==> src/rtl/srq_pkg.sv <==
package srq_pkg;

    localparam int unsigned SEL_W = 2;

    // Threshold picked by the 2-bit selector
    function automatic int unsigned trig_level(input logic [SEL_W-1:0] sel);
        case (sel)
            2'd0:    return 1;
            2'd1:    return 4;
            2'd2:    return 8;
            default: return 14;
        endcase
    endfunction

    typedef struct packed {
        logic full;
        logic ready;
        logic ovr;
        logic rx_irq;
        logic err_irq;
        logic dma;
        logic win;   // strobe accepted since the last tick
        logic prev;  // strobe accepted in the frame before that
    } flag_state_t;

endpackage

==> src/rtl/srq_store.sv <==
module srq_store #(
    parameter int unsigned DATA_W = 8,
    parameter int unsigned DEPTH  = 16,
    parameter int unsigned CNT_W  = $clog2(DEPTH + 1)
) (
    input  logic              clk,
    input  logic              rst_n,
    input  logic              clr,
    input  logic              wr_en,
    input  logic              rd_en,
    input  logic [DATA_W-1:0] wdata,
    output logic [DATA_W-1:0] rdata,
    output logic [CNT_W-1:0]  count_o,
    output logic [CNT_W-1:0]  count_nx_o
);

    localparam int unsigned PTR_W = (DEPTH > 1) ? $clog2(DEPTH) : 1;

    typedef struct packed {
        logic [PTR_W-1:0] head;
        logic [PTR_W-1:0] tail;
        logic [CNT_W-1:0] count;
    } ptr_state_t;

    ptr_state_t st_q, st_d;
    logic [DATA_W-1:0] mem_q [DEPTH];

    function automatic logic [PTR_W-1:0] bump(input logic [PTR_W-1:0] p);
        return (p == PTR_W'(DEPTH - 1)) ? '0 : p + 1'b1;
    endfunction

    always_comb begin
        st_d = st_q;
        if (clr) begin
            st_d = '0;
        end else begin
            if (wr_en) st_d.tail = bump(st_q.tail);
            if (rd_en) st_d.head = bump(st_q.head);
            st_d.count = st_q.count + CNT_W'(wr_en) - CNT_W'(rd_en);
        end
    end

    always_ff @(posedge clk or negedge rst_n) begin
        if (!rst_n) st_q <= '0;
        else        st_q <= st_d;
    end

    always_ff @(posedge clk) begin
        if (wr_en && !clr) mem_q[st_q.tail] <= wdata;
    end

    assign rdata      = (st_q.count == '0) ? '0 : mem_q[st_q.head];
    assign count_o    = st_q.count;
    assign count_nx_o = st_d.count;

endmodule

==> src/rtl/srq_flags.sv <==
module srq_flags
    import srq_pkg::*;
#(
    parameter int unsigned CNT_W = 5
) (
    input  logic             clk,
    input  logic             rst_n,
    input  logic             clr,
    input  logic             push_try,
    input  logic             push_ok,
    input  logic             overflow,
    input  logic             dma_pop,
    input  logic             tick,
    input  logic             full_clr,
    input  logic             ready_clr,
    input  logic             ovr_clr,
    input  logic             rie,
    input  logic             eie,
    input  logic [CNT_W-1:0] count_nx,
    input  logic [CNT_W-1:0] level,
    output logic             full_o,
    output logic             ready_o,
    output logic             ovr_o,
    output logic             rx_irq_o,
    output logic             err_irq_o,
    output logic             dma_o
);

    flag_state_t st_q, st_d;

    always_comb begin
        logic raise;
        logic below;
        logic empty_nx;
        logic err_en;
        logic seen;

        st_d     = st_q;
        st_d.dma = 1'b0;
        raise    = 1'b0;
        below    = (count_nx < level);
        empty_nx = (count_nx == '0);
        err_en   = rie | eie;
        seen     = st_q.win | push_try;

        if (clr) begin
            st_d.full  = 1'b0;
            st_d.ready = 1'b0;
        end else begin
            if (push_ok && !below) begin
                st_d.full = 1'b1;
                st_d.dma  = 1'b1;
                raise     = 1'b1;
            end
            if (dma_pop && below) begin
                st_d.full = 1'b0;
                if (empty_nx) st_d.ready = 1'b0;
            end
            if (full_clr && below)     st_d.full  = 1'b0;
            if (ready_clr && empty_nx) st_d.ready = 1'b0;
            if (tick && !seen && !st_q.prev && !empty_nx && below && !st_d.ready) begin
                st_d.ready = 1'b1;
                st_d.dma   = 1'b1;
                raise      = 1'b1;
            end
        end

        st_d.ovr = (st_q.ovr & ~ovr_clr) | overflow;

        if (tick) begin
            st_d.prev = seen;
            st_d.win  = 1'b0;
        end else begin
            st_d.win  = seen;
        end

        st_d.rx_irq  = (st_q.rx_irq | (raise & rie)) & (st_d.full | st_d.ready) & rie;
        st_d.err_irq = (st_q.err_irq | (overflow & err_en)) & st_d.ovr & err_en;
    end

    always_ff @(posedge clk or negedge rst_n) begin
        if (!rst_n) st_q <= '0;
        else        st_q <= st_d;
    end

    assign full_o    = st_q.full;
    assign ready_o   = st_q.ready;
    assign ovr_o     = st_q.ovr;
    assign rx_irq_o  = st_q.rx_irq;
    assign err_irq_o = st_q.err_irq;
    assign dma_o     = st_q.dma;

endmodule

==> src/rtl/serial_rx_queue.sv <==
module serial_rx_queue
    import srq_pkg::*;
#(
    parameter int unsigned DATA_W = 8,
    parameter int unsigned DEPTH  = 16,
    parameter int unsigned CNT_W  = $clog2(DEPTH + 1)
) (
    input  logic              clk,
    input  logic              rst_n,
    input  logic              rx_valid,
    input  logic [DATA_W-1:0] rx_data,
    input  logic              rx_en,
    input  logic [SEL_W-1:0]  trig_sel,
    input  logic              fifo_clr,
    input  logic              frame_tick,
    input  logic              pop_cpu,
    input  logic              pop_dma,
    input  logic              full_clr,
    input  logic              ready_clr,
    input  logic              ovr_clr,
    input  logic              rie,
    input  logic              eie,
    output logic [DATA_W-1:0] pop_data,
    output logic [CNT_W-1:0]  count,
    output logic              full_flag,
    output logic              ready_flag,
    output logic              ovr_flag,
    output logic              rx_irq,
    output logic              err_irq,
    output logic              dma_req
);

    logic [CNT_W-1:0] count_nx;
    logic [CNT_W-1:0] level;
    logic             rd_ok;
    logic             push_try;
    logic             push_ok;
    logic             overflow;

    always_comb begin
        if (trig_level(trig_sel) > DEPTH) level = CNT_W'(DEPTH);
        else                              level = CNT_W'(trig_level(trig_sel));
    end

    assign rd_ok    = (pop_cpu | pop_dma) && (count != '0) && !fifo_clr;
    assign push_try = rx_valid && rx_en && !ovr_flag && !fifo_clr;
    assign push_ok  = push_try && ((count < CNT_W'(DEPTH)) || rd_ok);
    assign overflow = push_try && !push_ok;

    srq_store #(
        .DATA_W (DATA_W),
        .DEPTH  (DEPTH),
        .CNT_W  (CNT_W)
    ) u_store (
        .clk        (clk),
        .rst_n      (rst_n),
        .clr        (fifo_clr),
        .wr_en      (push_ok),
        .rd_en      (rd_ok),
        .wdata      (rx_data),
        .rdata      (pop_data),
        .count_o    (count),
        .count_nx_o (count_nx)
    );

    srq_flags #(
        .CNT_W (CNT_W)
    ) u_flags (
        .clk       (clk),
        .rst_n     (rst_n),
        .clr       (fifo_clr),
        .push_try  (push_try),
        .push_ok   (push_ok),
        .overflow  (overflow),
        .dma_pop   (rd_ok & pop_dma),
        .tick      (frame_tick),
        .full_clr  (full_clr),
        .ready_clr (ready_clr),
        .ovr_clr   (ovr_clr),
        .rie       (rie),
        .eie       (eie),
        .count_nx  (count_nx),
        .level     (level),
        .full_o    (full_flag),
        .ready_o   (ready_flag),
        .ovr_o     (ovr_flag),
        .rx_irq_o  (rx_irq),
        .err_irq_o (err_irq),
        .dma_o     (dma_req)
    );

endmodule

==> config.mk <==
export PLATFORM = sky130hd
export DESIGN_NAME = serial_rx_queue
export DESIGN_NICKNAME = d
export VERILOG_FILES = /design/src/rtl/srq_pkg.sv /design/src/rtl/srq_store.sv /design/src/rtl/srq_flags.sv /design/src/rtl/serial_rx_queue.sv
export SDC_FILE = /design/constraint.sdc
export NUM_CORES = 1
export LEC_CHECK = 0
export BUFFER_PORTS_ARGS = -buffer_cell sky130_fd_sc_hd__buf_2
export CAP_MARGIN = 20
export CELL_PAD_IN_SITES_DETAIL_PLACEMENT = 1
export CELL_PAD_IN_SITES_GLOBAL_PLACEMENT = 2
export CORE_MARGIN = 2
export CORE_UTILIZATION = 45
export DETAILED_ROUTE_END_ITERATION = 6
export HOLD_SLACK_MARGIN = 0.12
export PLACE_DENSITY_LB_ADDON = 0.1
export SYNTH_ARGS = -nofsm -noshare
export SYNTH_HDL_FRONTEND = slang
export SYNTH_HIERARCHICAL = 1
export SYNTH_SLANG_ARGS = --single-unit
==> constraint.sdc <==
create_clock -name clk -period 4.4 [get_ports clk]
set_input_delay 1.1 -clock clk [delete_from_list [all_inputs] [get_ports clk]]
set_output_delay 1.1 -clock clk [all_outputs]
set_load 0.05 [all_outputs]
## Word level (Yosys, flattened, before mapping)

Memories as Yosys holds them, arrays and structs flattened.
Cells that the tools add are included.

| storage, ports and cells | value |
|---|---|
| register bits after elaboration | 21 |
| latch bits | 0 |
| RAM bits | 128 |
| memory bits (read-only) | 0 |
| bits of input ports | 23 |
| output and inout port bits | 19 |
| word-level logic and storage cells | 93 |
| memories | 1 |

Memories:

| memory | words | bits a word | read ports | clocked after memory_dff | wr ports | line | source |
|---|---|---|---|---|---|---|---|
| u_store.mem_q | 16 | 8 | 1 | 0 | 1 | srq_store.sv:26 | `logic [DATA_W-1:0] mem_q [DEPTH];` |

| operators by class | value |
|---|---|
| $add $sub $neg | 4 |
| $mul | 0 |
| div/mod/pow operators | 0 |
| order comparisons | 3 |
| equality and inequality tests | 4 |
| shift-type cells | 0 |
| mux-type cells | 22 |
| bitwise operators | 16 |
| reduce and logical (&&, ||, !) cells | 32 |

Operators with widths:

| cell | count |
|---|---|
| 32-bit by 5-bit > comparator with 1-bit output, second input constant | 1 |
| 1-bit logical AND | 17 |
| 4-bit two-way mux | 4 |
| 13-bit two-way mux | 1 |
| 1-bit two-way mux | 12 |
| 4-bit one-hot mux with 3 select lines | 1 |
| 5-bit logical NOT | 2 |
| 4-bit by 1-bit adder with 4-bit output, second input constant | 2 |
| 1-bit bitwise AND | 8 |
| 4-bit == test, second input constant | 2 |
| 1-bit logical NOT | 8 |
| 8-bit two-way mux | 1 |
| 1-bit OR | 7 |
| 5-bit by 1-bit adder with 5-bit output | 1 |
| 5-bit less-than comparator | 1 |
| 5-bit less-than comparator, second input constant | 1 |
| 5-bit two-way mux | 1 |
| 5-bit nonzero test | 1 |
| 5-bit by 1-bit subtractor with 5-bit output | 1 |
| 2-bit two-way mux | 2 |
| 2-bit nonzero test | 2 |
| 2-bit by 1-bit == test with 1-bit output, second input constant | 1 |
| 2-bit == test, second input constant | 1 |
| 2-bit logical NOT | 1 |
| 2 further kinds | 2 |

## Longest topological paths before layout

Gate-level depths: netlist (run 1).

| depth | value |
|---|---|
| word-level depth | 23 |
| gate-level depth with buffers | 18 |
| depth with buffers taken out | 16 |

## By module

Netlist (run 1), hierarchy kept.

By module, submodules not included:

| module | instances | cells each | area each (µm²) | sequential area each (µm²) |
|---|---|---|---|---|
| srq_store | 1 | 338 | 5889.4 | 4169.0 |
| srq_flags | 1 | 47 | 486.7 | 200.2 |
| serial_rx_queue | 1 | 15 | 118.9 | 0.0 |

## Least setup slack after synthesis (run 1)

OpenSTA, ideal clock, no wires.

| timing | value |
|---|---|
| kind | input to register |
| from | input fifo_clr |
| to | register u_flags.st_q (netlist bit u_flags/rx_irq_o) |
| library setup time | 111 ps |
| arrival | 4369 ps |
| required time | 4289 ps |
| slack | -80 ps |
| stages on the path | 17 |
| buffers on the path | 1 |
| path through | o21bai_1 -> a21oi_1 -> ha_1 -> inv_1 -> ha_1 -> fa_1 -> a21oi_1 -> nor2_1 -> or3_1 -> a21oi_1 -> buf_4 -> ha_1 -> a21o_1 -> a31oi_4 -> mux2i_1 -> nor2b_4 -> a2111oi_2 |

RTL lines:

| what | line | source |
|---|---|---|
| start, declared | serial_rx_queue.sv:14 | `input logic fifo_clr,` |
| end signal, assigned | srq_flags.sv:83 | `else st_q <= st_d;` |
| end, declared | srq_flags.sv:29 | `flag_state_t st_q, st_d;` |

==> results of run 1 <==
-- power groups by stage --
stage / sequential [mW] / combinational (mW) / clock (mW)
3_3_place_gp: 1.67 / 1.12 / 0
6_report: 1.64 / 1.12 / 1.35
2_1_floorplan: 1.65 / 0.917 / 0
3_5_place_dp: 1.67 / 1.14 / 0
4_1_cts: 1.64 / 1.14 / 1.38
5_1_grt: 1.65 / 1.22 / 1.44
-- layout by cell type, fill, tap and decap left out, types with 3 or more instances in the layout --
master and n:
a21o_1 3, a21oi_1 13, a22oi_1 12, buf_2 41, buf_4 26, clkbuf_16 17, clkinv_1 4, clkinv_2 5
dfrtp_1 20, edfxtp_1 128, ha_1 15, inv_1 18, mux2i_1 17, mux4_2 25, nand2_1 12, nand2b_1 4
nand3_1 17, nor2_1 28, nor2b_1 5, nor3_1 5, o211ai_1 7, o21ai_0 4, xor2_1 3
-- logic make-up after synthesis --
group	Yosys count	share of synthesized area (%)
DFF	149	67.3
and+or+nand+nor	87	7.42
AOI/OAI and AO/OA	51	5.80
buffers and inverters	47	3.95
muxes	44	11.6
adders and majority gates	16	3.20
xor gates and xnor gates	5	0.674
other	1	0.0577
-- final timing paths --
kind,from,end,slack [ps],cells past startpoint
min,u_flags/st_q[1],u_flags/st_q[1],500,2
max in group asynchronous,rst_n,u_store/st_q[9],3350,1
max,pop_cpu,u_flags/rx_irq_o,270,17
max reg2reg,u_store/count_o[1],u_flags/rx_irq_o,330,16
min in group asynchronous,rst_n,u_flags/st_q[0],660,1
min reg2reg,u_flags/st_q[1],u_flags/st_q[1],500,2
-- flip-flops by register name, summed over array words and instances, names as in the netlist --
name,count
u_flags/dma_o,1
u_flags/err_irq_o,1
u_flags/full_o,1
u_flags/ovr_o,1
u_flags/ready_o,1
u_flags/rx_irq_o,1
u_flags/st_q,2
u_store/count_o,5
u_store/mem_q,128
u_store/st_q,8
-- through the flow --
stage / total power [mW] / hold slack, ps / instance area (um2)
finish: 4.11 / 501 / 7490
global route: 4.31 / 552 / 7490
CTS: 4.17 / 506 / 7490
detailed placement: 2.81 / 491 / 6940
global placement: 2.79 / 474 / 6940
floorplan: 2.57 / 458 / 6500
-- critical path: stages --
cell and delay (ps):
buf_2 100, o21bai_2 180, a21oi_2 60, ha_1 280, inv_1 40, ha_1 200, fa_1 390, a21oi_1 130
nor2_1 60, or3_1 340, a21oi_1 200, ha_1 270, a21o_1 210, a31oi_4 210, nor3b_1 220, a31oi_1 100
a2111oi_2 330
-- layout make-up --
type	instances	area, um2
fill	1371	6500
sequential	149	4370
multi-input combinational	204	1880
clock buffer	19	433
timing repair buffer	67	400
tap	180	225
clock inverter	13	115
inverter	18	67.6
-- metal layers --
layer	track usage, %	vias up	wire length [um]
li1	-	1640	-
met5	0	-	0
met4	6.53	0	236
met3	6.00	23	539
met2	34.3	82	7190
met1	23.9	1840	5790
==> metrics.csv, run 1 <==
stage,metric,value,unit
drt,first_pass_iters,4,
drt,first_iter_violations,193,
sta,tns,0,ps
synth,syn_nets,439,
setup_path,crit_type,input pin to flip-flop,
sta,hold_viol,0,
setup_path,setup.worst_path.start_class,input pin,
grt,antenna_found_initial,0,
clocking,cts_tree,done,
synth,synth_common_cells,"128 x edfxtp_1, 28 x nor2_1, 25 x mux4_2",
clocking,clock-sinks,149,
layout,area_growth,15.3,%
clocking,cts_setup_buffers,0,
floorplan,core,14000,um2
grt,gr-total-overflow,0,
layout,nets,496,
synth,synth_edf_count,128,
layout,drive_gt1_share,29.1,%
synth,syn_avg_cell_area,16.2,um2
clocking,cts-root-buf,clkbuf_16,
power,p_leak,2.69,nW
clocking,cts_hold_buffers,0,
sta,slew_violations,0,
grt,grt_max_degree,25,
setup_path,worst-path-max-fanout,5,
setup_path,end_kind,flip-flop,
drt,avgRoutedWirePerCell,21.2,um
synth,synth_flop_cell,edfxtp_1,
floorplan,start_util,46.4,%
power,p_int,2.83,mW
floorplan,die_height,124,um
placed_design,io_buffers,41,
layout,post-route-util,53.5,%
power,vdd_drop_max,0.000300,V
sta,fin_crit,4130,ps
run_status,outcome,completed,
sta,tightest_slew,1040,ps
grt,grt_pass1_vias,3934,
layout,instances_no_fill,650,
sta,clock_skew,11.6,ps
grt,grt_pass1_wl,21600,um
power,clkPwrFrac,32.8,%
power,p_sw_share,31.2,%
synth,synthCells,400,
clocking,clock_path_buffers,2,
clocking,cts_buffers,17,
floorplan,die_area,15400,um2
synth,yosysTopAreaCell,edfxtp_1,
power,seqPwrFrac,39.9,%
setup_path,cp.required,4700,ps
drt,via_per_inst,5.52,
placed_design,place_congestion,0.794,
floorplan,ioPinCount,42,
floorplan,fp-row-count,43,
synth,async_reset_ff_share,14.1,%
drt,drt-total-wl,13800,um
sta,setup_viol,0,
sta,timing.fmax,0.242,GHz
power,pwr-share-comb,27.3,%
placed_design,dpl.hpwl,9630,um
job,drv_cap,0,
drt,vias,3585,
sta,max-slew-margin-rel,30.3,%
placed_design,pre_cts_slack,-147,ps
power,power.switching,1.28,mW
setup_path,worstPathArrival,4430,ps
synth,ys_ff_latch,149,
sta,worst_slack,272,ps
synth,ys_types,51,
synth,ys_seq_area_share,67.3,%
synth,synth_top_area_share,59.2,%
layout,antenna_cells,0,
clocking,cts_htree_levels,4,
hold_path,worst_hold_path_type,flip-flop to flip-flop,
floorplan,die_w,124,um
grt,grt_usage,19.9,%
drt,antenna_left,0,
synth,yosysMostFrequentCell,edfxtp_1,
sta,timing.final.crit_share,93.8,%
synth,syn_area,6490,um2
synth,yosysWarnings,6,
clocking,clk_latency,420,ps
clocking,clk_pin_slew_worst_paths,60,ps
clocking,cts_resized,0,
sta,rsz0062_at_grt,no,
placed_design,dp_cells,618,
synth,synthTopCellsByArea,"edfxtp_1 59%, mux4_2 8.7%, dfrtp_1 8.1%, ha_1 2.9%, mux2i_1 2.6%",
drt,drc,0,
power,powerDensity,549,nW/um2
No activity file was read; power rests on OpenSTA's default activity.
==> run 2, diff against run 1 <==
CELL_PAD_IN_SITES_DETAIL_PLACEMENT = default   (was 1)
CELL_PAD_IN_SITES_GLOBAL_PLACEMENT = default   (was 2)
CORE_UTILIZATION = 50   (was 45)
PLACE_DENSITY = 0.68   (was default)
PLACE_DENSITY_LB_ADDON = default   (was 0.1)
SKIP_LAST_GASP = 1   (was default)
==> metrics.csv, run 2 (same netlist as run 1, synthesis figures left out) <==
stage,metric,value,unit
run_status,outcome,completed,
layout,mostFrequentLayoutCell,edfxtp_1,
sta,slew_violations,0,
grt,grt_busiest_layer,met2,
clocking,clk_latency,410,ps
drt,via_per_inst,5.58,
drt,avgRoutedWirePerCell,19.9,um
grt,grt_max_degree,34,
clocking,cts-root-buf,clkbuf_16,
layout,largest_reg_flops,128,
clocking,cts_htree_levels,4,
layout,top_register,u_store/mem_q,
placed_design,place_congestion,0.771,
setup_path,end_kind,flip-flop,
clocking,cts_tree,done,
sta,hold_viol,0,
floorplan,fp-row-count,41,
drt,antenna_left,0,
clocking,cts_buffers,17,
setup_path,worstPathArrival,4420,ps
setup_path,crit_chain,"buf_2, o21bai_2, a21oi_2, ha_1, inv_1, ha_1, fa_1, a21oi_1, nor2_1, or3_1, a21oi_1, ha_1, a21o_1, a31oi_4, nor3b_1, a31oi_1, a2111oi_2",
grt,gr-total-overflow,0,
layout,area_growth,15.8,%
clocking,clk_pin_slew_worst_paths,60,ps
drt,first_pass_iters,4,
layout,drive_gt1_share,28.9,%
floorplan,start_util,51.3,%
clocking,cts_resized,0,
grt,use_met3,5.86,%
placed_design,dpl.hpwl,8470,um
setup_path,crit_type,input pin to flip-flop,
grt,antenna_found_initial,0,
clocking,cts_setup_buffers,0,
sta,setup_viol,0,
power,powerDensity,550,nW/um2
layout,antenna_cells,0,
floorplan,core,12700,um2
grt,met1_usage,26.3,%
layout,nets,497,
drt,drt-total-wl,12800,um
setup_path,path_buf_inv,2,
setup_path,cp.required,4700,ps
power,vdd_drop_max,0.000338,V
setup_path,crit_top_cell,ha_1,
floorplan,die_area,13900,um2
grt,grt_pass1_vias,3651,
sta,max-slew-margin-rel,36.4,%
setup_path,setup.worst_path.start_class,input pin,
floorplan,ioPinCount,42,
clocking,cts_hold_buffers,0,
sta,tightest_slew,950,ps
setup_path,worst-path-max-fanout,5,
sta,clock_skew,10.6,ps
layout,mostFrequentLayoutCells,"128 x edfxtp_1, 41 x buf_2, 28 x nor2_1",
setup_path,cpPeakStageDelay,390,ps
job,drv_cap,0,
setup_path,critical_path.top_delay_family,compound AO/OA/AOI/OAI gates,
hold_path,worst_hold_path_type,flip-flop to flip-flop,
sta,rsz0062_at_grt,no,
sta,timing.fmax,0.243,GHz
floorplan,die_w,118,um
sta,whs,513,ps
grt,grt_use_met2,31.4,%
drt,first_iter_violations,281,
sta,fin_crit,4120,ps
drt,drc,0,
sta,timing.final.crit_share,93.6,%
clocking,clock-sinks,149,
placed_design,io_buffers,41,
drt,vias,3588,
setup_path,crit_slowest_cell,fa_1,
sta,tns,0,ps
power,p_leak,2.71,nW
floorplan,die_height,118,um
clocking,clock_path_buffers,2,
grt,grt_usage,19.7,%
grt,grt_pass1_wl,20400,um
-- run 2: final timing paths --
kind	from	endpoint	slack [ps]	cells past startpoint
worst max-delay path	pop_cpu	u_flags/rx_irq_o	280	17
worst min-delay path	u_flags/st_q[1]	u_flags/st_q[1]	510	2
worst max register to register	u_store/count_o[1]	u_flags/rx_irq_o	380	16
worst min register to register	u_flags/st_q[1]	u_flags/st_q[1]	510	2
max in group asynchronous	rst_n	u_store/st_q[9]	3380	1
min in group asynchronous	rst_n	u_flags/st_q[1]	660	1
-- run 2: stage by stage --
stage,instance area [um2],utilization [%],power [mW],worst slack [ps],cells
after floorplan,6500,-,2.57,14.9,400
after global placement,6950,54.9,2.76,-9.82,611
after detailed placement,6950,54.9,2.78,-124,611
after CTS,7520,59.4,4.17,288,643
after global routing,7520,59.4,4.32,105,643
final,7520,59.4,4.14,281,643
-- run 2: power by group --
group	switching, mW	internal (mW)	total, mW	leakage [nW]
clock	0.509	0.884	1.39	0.279
sequential	0.0570	1.57	1.63	1.43
combinational	0.682	0.434	1.12	1.00
-- run 2: layout make-up --
class                   count  area (um2)
repair buffers             68         420
multi-input cells         204        1880
inverters                  18        67.6
well taps                 172         215
clock inverters            11         133
clock buffers              21         440
fillers                   962        5150
flip-flops and latches    149        4370
-- run 2: per-layer routing --
| metal | wire length [um] | vias to the layer above |
|---|---|---|
| li1 | - | 1645 |
| met5 | 0 | - |
| met2 | 6420 | 124 |
| met4 | 113 | 0 |
| met1 | 5420 | 1808 |
| met3 | 840 | 11 |
-- run 2: worst register-to-register path, delay by kind of cell, from the launching register on --
| family | cells | cell delay [ps] |
|---|---|---|
| AO/OA/AOI/OAI | 7 | 1280 |
| adder cells (fa/ha/maj) | 4 | 1140 |
| buffers and inverters | 1 | 40 |
| flip-flops | 1 | 450 |
| AND/OR/NAND/NOR | 4 | 1020 |
==> run 3, diff against run 2 <==
GPL_TIMING_DRIVEN = 0   (was default)
==> metrics.csv, run 3 (same netlist as run 1, synthesis figures left out) <==
stage,metric,value,unit
clocking,cts_buffers,17,
sta,hold_viol,0,
floorplan,ioPinCount,42,
sta,timing.fmax,0.239,GHz
drt,drt-total-wl,12900,um
layout,nets,503,
power,vdd_drop_max,0.000354,V
sta,setup_viol,0,
clocking,cts_tree,done,
drt,avgRoutedWirePerCell,19.8,um
placed_design,io_buffers,41,
clocking,cts_hold_buffers,0,
layout,mostFrequentLayoutCells,"128 x edfxtp_1, 45 x buf_2, 28 x nor2_1",
drt,vias,3653,
sta,max-slew-margin-rel,37.3,%
grt,grt_pass1_wl,20000,um
power,finalPower,4.23,mW
run_status,outcome,completed,
sta,clock_skew,7.27,ps
floorplan,fp-row-count,41,
layout,drive_gt1_share,30.2,%
placed_design,place_congestion,0.820,
layout,antenna_cells,0,
floorplan,die_area,13900,um2
floorplan,core,12700,um2
floorplan,die_height,118,um
grt,grt_usage,19.5,%
setup_path,setup.worst_path.start_class,input pin,
setup_path,critPathLaunch,fifo_clr,
layout,mostFrequentLayoutCell,edfxtp_1,
layout,post-route-util,59.8,%
grt,grt_max_degree,22,
setup_path,end_kind,flip-flop,
clocking,clk_pin_slew_worst_paths,60,ps
grt,grt_pass1_vias,3739,
hold_path,worst_hold_path_type,flip-flop to flip-flop,
sta,slew_violations,0,
clocking,clock-sinks,149,
floorplan,start_util,51.3,%
clocking,clock_path_buffers,2,
setup_path,reg2reg_from,u_store/count_o[2],
clocking,clk_latency,410,ps
setup_path,cp.required,4710,ps
layout,top_register,u_store/mem_q,
power,powerDensity,558,nW/um2
clocking,cts-root-buf,clkbuf_16,
clocking,cts_htree_levels,4,
placed_design,dpl.hpwl,8780,um
sta,tightest_slew,937,ps
drt,first_iter_violations,269,
hold_path,hold_start,u_flags/st_q[1],
drt,first_pass_iters,5,
floorplan,die_w,118,um
setup_path,worstPathArrival,4500,ps
power,p_leak,2.72,nW
grt,antenna_found_initial,0,
grt,gr-total-overflow,0,
drt,antenna_left,0,
layout,area_growth,16.6,%
layout,largest_reg_flops,128,
sta,fin_crit,4190,ps
job,drv_cap,0,
setup_path,crit_type,input pin to flip-flop,
drt,via_per_inst,5.63,
sta,timing.final.crit_share,95.3,%
setup_path,worst-path-max-fanout,12,
drt,drc,0,
run 3: cell count changes in the layout (fill, tap and decap cells not counted), moves of 3 or more:
cell	delta
buf_4	-10
clkbuf_1	+5
buf_2	+4
buf_6	+4
a21oi_1	-3
clkinv_1	-3
inv_6	+3
run 3: timing repair:
item,in CTS,in global routing
endpoints found under the setup margin,1,3
hold endpoints to repair,0,0
setup buffers,0,1
gates resized for setup,3,5
pin swaps,0,2
run 3: cell type report:
class | count | area (um2)
Buffer | 29 | 189
Clock buffer | 18 | 429
Clock inverter | 14 | 150
Fill cell | 976 | 5100
Inverter | 18 | 67.6
Multi-Input combinational cell | 204 | 1920
Sequential cell | 149 | 4370
Tap cell | 172 | 215
Timing Repair Buffer | 45 | 235
run 3: power breakdown:
| group | switching, mW | internal (mW) |
|---|---|---|
| combinational | 0.748 | 0.485 |
| sequential | 0.0262 | 1.57 |
| clock | 0.557 | 0.839 |
run 3: final timing paths:
| path | end | slack, ps | cells after the start |
|---|---|---|---|
| setup / recovery | u_flags/rx_irq_o | 210 | 18 |
| setup reg to reg | u_flags/rx_irq_o | 260 | 18 |
| min in group asynchronous | u_flags/st_q[1] | 640 | 1 |
| hold reg to reg | u_flags/st_q[1] | 490 | 2 |
| hold / removal | u_flags/st_q[1] | 490 | 2 |
| max in group asynchronous | u_store/count_o[0] | 3430 | 1 |
run 3: metrics by stage:
step	cells	area (um2)	hold WS [ps]	setup WS (ps)	TNS, ps
finish	649	7570	493	208	0
global route	649	7570	552	-9.67	-9.67
CTS	648	7540	493	12.3	0
detailed placement	616	6950	480	-562	-1670
global placement	613	6920	477	-477	-1330
floorplan	400	6500	458	14.9	0
run 3: critical path: stages:
cell and delay (ps):
buf_4 170, o21bai_4 170, a21oi_4 50, ha_1 280
inv_1 40, ha_1 200, fa_2 370, a21oi_2 130
nor2_1 60, or3_1 360, a21oi_2 170, buf_4 140
ha_1 260, a21o_1 220, a31oi_4 200, mux2i_1 120
nor2b_4 160, a2111oi_2 310
run 3: metal layers:
layer,share of wire [%],up-vias,global-route usage [%]
li1,-,1662,-
met1,42,1865,24.4
met2,52,109,33.0
met3,4.8,17,5.33
met4,1.7,0,6.48
met5,0,-,0
